==> config.mk <==
export PLATFORM = sky130hd
export DESIGN_NAME = outstanding_lat_acc
export DESIGN_NICKNAME = d
export VERILOG_FILES = /design/src/rtl/outstanding_lat_acc.sv
export SDC_FILE = /design/constraint.sdc
export NUM_CORES = 1
export LEC_CHECK = 0
export ABC_CLOCK_PERIOD_IN_PS = 8500
export BUFFER_PORTS_ARGS = -buffer_cell sky130_fd_sc_hd__buf_2
export CAP_MARGIN = 20
export CELL_PAD_IN_SITES_DETAIL_PLACEMENT = 1
export CELL_PAD_IN_SITES_GLOBAL_PLACEMENT = 1
export CORE_MARGIN = 2
export CORE_UTILIZATION = 44
export CTS_CLUSTER_SIZE = 40
export DETAILED_ROUTE_END_ITERATION = 8
export PLACE_DENSITY = 0.95
export SLEW_MARGIN = 20
export SYNTH_ARGS = -nofsm -noshare
export SYNTH_HDL_FRONTEND = slang
export SYNTH_SLANG_ARGS = --single-unit
==> constraint.sdc <==
create_clock -name clk -period 8.5 [get_ports clk]
set_clock_uncertainty 0.05 [all_clocks]
set_input_delay 1.275 -clock clk [delete_from_list [all_inputs] [get_ports clk]]
set_output_delay 1.275 -clock clk [all_outputs]
set_load 0.02 [all_outputs]
==> src/rtl/outstanding_lat_acc.sv <==
module outstanding_lat_acc #(
  parameter int NUM_GPU  = 2,
  parameter int CNT_W    = 32,
  parameter int OUT_W    = 8,
  parameter bit IS_WRITE = 1'b0,
  localparam int GW = (NUM_GPU > 1) ? $clog2(NUM_GPU) : 1
) (
  input  logic               clk,
  input  logic               rst_n,
  input  logic               enable,
  input  logic               peer_is_chip,
  input  logic [NUM_GPU-1:0] gpu_mask,
  input  logic               issue,
  input  logic [GW-1:0]      issue_gpu,
  input  logic               done,
  input  logic [GW-1:0]      done_gpu,
  output logic [CNT_W-1:0]   req_count,
  output logic [CNT_W-1:0]   cum_outs,
  output logic [CNT_W-1:0]   cycle_count,
  output logic [OUT_W-1:0]   in_flight,
  output logic               seq_err
);

  logic active, counting;
  logic iss_sel, done_sel, iss_v, done_v;
  logic at_max, at_zero, inc, dec, bad, iss_taken;

  assign active   = !(IS_WRITE && peer_is_chip);
  assign counting = enable && active;

  assign iss_sel  = peer_is_chip || (gpu_mask == '0) ||
                    (|(gpu_mask & (NUM_GPU'(1) << issue_gpu)));
  assign done_sel = peer_is_chip || (gpu_mask == '0) ||
                    (|(gpu_mask & (NUM_GPU'(1) << done_gpu)));

  assign iss_v  = active && issue && iss_sel;
  assign done_v = active && done && done_sel;

  assign at_max  = (in_flight == '1);
  assign at_zero = (in_flight == '0);

  assign inc       = iss_v && !done_v && !at_max;
  assign dec       = done_v && !iss_v && !at_zero;
  assign bad       = (iss_v && !done_v && at_max) || (done_v && !iss_v && at_zero);
  assign iss_taken = iss_v && (done_v || !at_max);

  always_ff @(posedge clk) begin
    if (!rst_n) begin
      in_flight   <= '0;
      seq_err     <= 1'b0;
      req_count   <= '0;
      cum_outs    <= '0;
      cycle_count <= '0;
    end else begin
      if (inc)      in_flight <= in_flight + 1'b1;
      else if (dec) in_flight <= in_flight - 1'b1;
      if (bad) seq_err <= 1'b1;
      if (counting) begin
        cycle_count <= cycle_count + 1'b1;
        cum_outs    <= cum_outs + CNT_W'(in_flight);
        if (iss_taken) req_count <= req_count + 1'b1;
      end
    end
  end

endmodule

### Yosys cells after proc, flatten, opt, wreduce, memory -nomap -nowiden

Cells that the tools add are included.

| word-level totals | value |
|---|---|
| bits of input ports | 10 |
| flip-flop bits (word level) | 105 |

| cells by class | value |
|---|---|
| reductions and logical operators | 24 |
| add/subtract/negate cells | 5 |
| eq/ne operators | 1 |
| shift-type cells | 2 |
| multiplexer cells | 2 |
| bitwise logic cells | 2 |

Operator list:

| cell | number |
|---|---|
| $add A32 B1 Y32 const B | 2 |
| $add A32 B8 Y32 | 1 |
| $mux W8 | 2 |
| $logic_and A1 B1 Y1 | 9 |
| $add A8 B1 Y8 const B | 1 |
| $eq A8 B8 Y1 const B | 1 |
| $logic_not A8 Y1 | 1 |
| $sub A8 B1 Y8 const B | 1 |
| $logic_or A1 B1 Y1 | 5 |
| $and A2 B2 Y2 | 2 |
| $logic_not A1 Y1 | 4 |
| $reduce_or A2 Y1 | 2 |
| $shl A1 B1 Y2 const A | 2 |
| $logic_not A2 Y1 | 1 |
| $reduce_and A2 Y1 | 1 |
| $reduce_bool A2 Y1 | 1 |

### Logic depth before layout (Yosys ltp)

| logic depth | value |
|---|---|
| depth in word-level cells | 10 |
| depth in mapped cells | 11 |
| gate-level depth less buffers | 11 |

### Worst setup path before layout

OpenSTA, ideal clock, no wires.

| timing path | value |
|---|---|
| path type | input -> register |
| from | in gpu_mask[0] |
| to | reg in_flight[7] |
| arrival time | 3.822 ns |
| data required time | 8.322 ns |
| stages on the path | 11 |
| setup time | 0.128 ns |
| path slack | 4.500 ns |
| cell sequence | or4b_1 -> and3_1 -> nor3_2 -> inv_1 -> ha_1 -> a21oi_1 -> a31oi_1 -> o41ai_1 -> mux2i_1 -> xor2_1 -> nor2_1 |

| on the way | value |
|---|---|
| word-level cells in the longest chain between the ends | 8 |

RTL lines:

| element | RTL line | RTL |
|---|---|---|
| start, declared | 12 | `input logic [NUM_GPU-1:0] gpu_mask,` |
| $and A2 B2 Y2 (tied with other cells) | 34 | `(\|(gpu_mask & (NUM_GPU'(1) << done_gpu)));` |
| $reduce_or A2 Y1 (tied with other cells) | 34 |  |
| $logic_or A1 B1 Y1, on equally long branches | 33, 31 |  |
| $logic_and A1 B1 Y1, on equally long branches | 37, 36 |  |
| $logic_not A1 Y1, on equally long branches | 42, 43 |  |
| $logic_and A1 B1 Y1, on equally long branches (2 in series) | 42, 43 |  |
| $mux W8 or $reduce_bool A2 Y1 (tied branches) | -- |  |
| end signal, assigned | 55 | `if (inc) in_flight <= in_flight + 1'b1;` |
| end signal, assigned | 56 | `else if (dec) in_flight <= in_flight - 1'b1;` |
| end, declared | 20 | `output logic [OUT_W-1:0] in_flight,` |

Several ways; a longest one is shown, not always the timed one.
A chain may end at the register's enable or synchronous reset.

### Final worst setup path

| timing path | value |
|---|---|
| from | in gpu_mask[1] |
| to | reg in_flight[7] |

The elaborated chain is that of the path after synthesis.

==> results.ini <==
[sta]
tightest_slew_ns=1.02
relSlewSlack_pct=31.9
final_hold_viol_count=0
setup_viol=0
fin_tns_setup_ns=0
max_freq_mhz=244
period_needed_ns=4.11
rsz0062_at_grt=no
report.final.slew_viol_count=0
post-route-period-util_pct=48.3

[synthesis]
syn_area_um2=5260
async_reset_ff_share_pct=0
synthCells=607
syn-num-nets=636
synth_edf_count=0
synth_common_cells=105 x dfxtp_1, 92 x nor2_1, 57 x xnor2_1
yosys_warnings=0
syn_avg_cell_area_um2=8.66
synth_ff_type=dfxtp_1
netlist.area_leader.share_pct=40.0
yosys.cell_count.top_type=dfxtp_1
yosysTopAreaCell=dfxtp_1
ys_top_cells_by_area=dfxtp_1 40%, xnor2_1 9.5%, nor2_1 6.6%, xor2_1 4.7%, ha_1 4.0%
ys_seq_elements=105
yosysSeqAreaShare_pct=40.0
ys_types=51

[clock_tree]
cts_tree=built
post-cts-setup-buffers=0
cts_buffer_depth=2
clock_sinks=105
hold_buffers=0
cts_buffers=9
cts-resized-gates=0
path_clk_slew_ns=0.07
clk_latency_ns=0.35
root_buffer=clkbuf_16
htreeDepth=3

[critical_path]
crit_chain=buf_2 > or4bb_1 > and3_1 > nor3_2 > inv_1 > ha_1 > a21oi_1 > a31oi_1 > o41ai_1 > mux2i_1 > xor2_1 > nor2_1
cp-end-kind=flip-flop
start_kind=input pin
worstSetupPathType=in -> reg
slowest_stage=or4bb_1
slowest_delay_ns=0.53
path_max_fanout=7
r2r_setup_slack_ns=5.55
arrival_ns=4.26
crit_required_ns=8.66

[placed_design]
hpwl_mm=11.1
gp_routability_congestion=0.808
portBuffers=114

[pwr]
cellLeakagePower_nw=2.63
peakVddDrop_uv=111
p_per_area_nw_per_um2=203

[floorplan]
fp.dieH_um=113
die_w_um=113
num_rows=39
die_area_um2=12800
ios=115
core-area_um2=11600
start_util_pct=45.5

[route]
vias_per_cell=5.69
drc=0
first_iter_violations=226
avgRoutedWirePerCell_um=18.2
antenna_left=0
dr_total_vias=4896
postRouteWirelength_mm=15.7
first_pass_iters=5

[global_routing]
grt_pass1_vias=5214
grt_pass1_wl_mm=26.0
antenna_found_initial=0
grt_max_degree=89
grt.total_usage_pct=25.0
grt-ovfl-total=0

[layout]
drive_above_1_share_pct=20.3
nFillCells=1420
num_antenna_cells=0
layout.nets=742
utilization_pct=54.0
area_delta_synth_final_pct=18.7

[flow_run]
cap_viol_max_count=0

[min_path]
worstHoldPathType=reg -> reg

[outcome]
run_status=finished clean

==> cell type report <==
| class | count | area, µm² | share of cell area [%] |
|---|---|---|---|
| tap | 143 | 179 | 2.87 |
| timing repair buffer | 115 | 578 | 9.26 |
| inverter | 19 | 71.3 | 1.14 |
| sequential | 105 | 2100 | 33.7 |
| multi-input combinational | 463 | 3000 | 48.1 |
| clock buffer | 10 | 239 | 3.83 |
| clock inverter | 6 | 73.8 | 1.18 |
==> cells in the final DEF (no fill, tap or decap), types with 2 or more instances in the layout <==
master,instances
a211oi_1,4
a21o_1,4
a21oi_1,18
a31oi_1,6
and2_1,12
and3_1,17
and4_1,9
buf_2,114
clkbuf_16,9
clkinvlp_4,2
dfxtp_1,105
fa_1,2
ha_1,17
inv_1,18
mux2i_1,12
nand2_1,46
nand2b_1,4
nand3_1,36
nand4_1,19
nor2_1,92
nor3_1,15
nor4_1,9
nor4_2,7
o21a_1,4
o21ai_0,12
or3_1,7
or4_1,3
or4b_1,2
or4bb_1,2
xnor2_1,57
xor2_1,28
==> metal layers <==
metal / track usage [%] / share of wire [%] / vias to the layer above
li1: - / - / 2324
met1: 29.8 / 43 / 2420
met2: 45.2 / 52 / 119
met3: 3.64 / 3.3 / 33
met4: 10.2 / 2.7 / 0
met5: 0 / 0 / -
==> per-stage QoR <==
stage / power, mW / instance area [µm²] / setup WS (ns) / cells / hold slack, ns
after floorplan: 0.749 / 5260 / 4.50 / 607 / 0.490
after global placement: 0.808 / 5930 / 4.20 / 845 / 0.395
after detailed placement: 0.833 / 5930 / 4.01 / 845 / 0.411
after CTS: 1.27 / 6240 / 4.39 / 861 / 0.429
after global routing: 1.33 / 6240 / 4.15 / 861 / 0.451
final: 1.27 / 6240 / 4.39 / 861 / 0.419
==> worst max-delay path: cells and delay by family <==
family | cells | cell delay [ns]
multiplexers | 1 | 0.26
adder cells (fa/ha/maj) | 1 | 0.36
XOR/XNOR | 1 | 0.16
AO/OA/AOI/OAI | 3 | 0.73
AND/OR/NAND/NOR | 4 | 1.14
buffers and inverters | 2 | 0.34
==> registers in the layout, summed over array words and instances (netlist names) <==
| name | cells |
|---|---|
| seq_err | 1 |
| in_flight | 8 |
| req_count | 32 |
| cycle_count | 32 |
| cum_outs | 32 |
==> kinds of logic (layout without fill, tap and decap cells) <==
group                    Yosys count  in the layout  share of synthesized area [%]
multiplexers                      12             12                           2.28
buffers and inverters             39            150                           3.02
adder cells (fa/ha/maj)           19             19                           4.81
AO/OA/AOI/OAI                     57             57                           6.64
AND/OR/NAND/NOR                  290            290                           29.1
flip-flops                       105            105                           40.0
XOR/XNOR                          85             85                           14.2
==> power by group <==
| group | switching, mW | internal (mW) |
|---|---|---|
| logic | 0.168 | 0.107 |
| clock network | 0.202 | 0.240 |
| registers | 0.0357 | 0.515 |
| total | 0.406 | 0.862 |
==> final timing paths <==
check	depth (start not counted)	from	endpoint
setup / recovery	12	gpu_mask[1]	in_flight[7]
hold / removal	1	seq_err	seq_err
setup reg to reg	11	in_flight[1]	in_flight[7]
hold reg to reg	1	seq_err	seq_err
No activity file was read; power rests on OpenSTA's default activity.
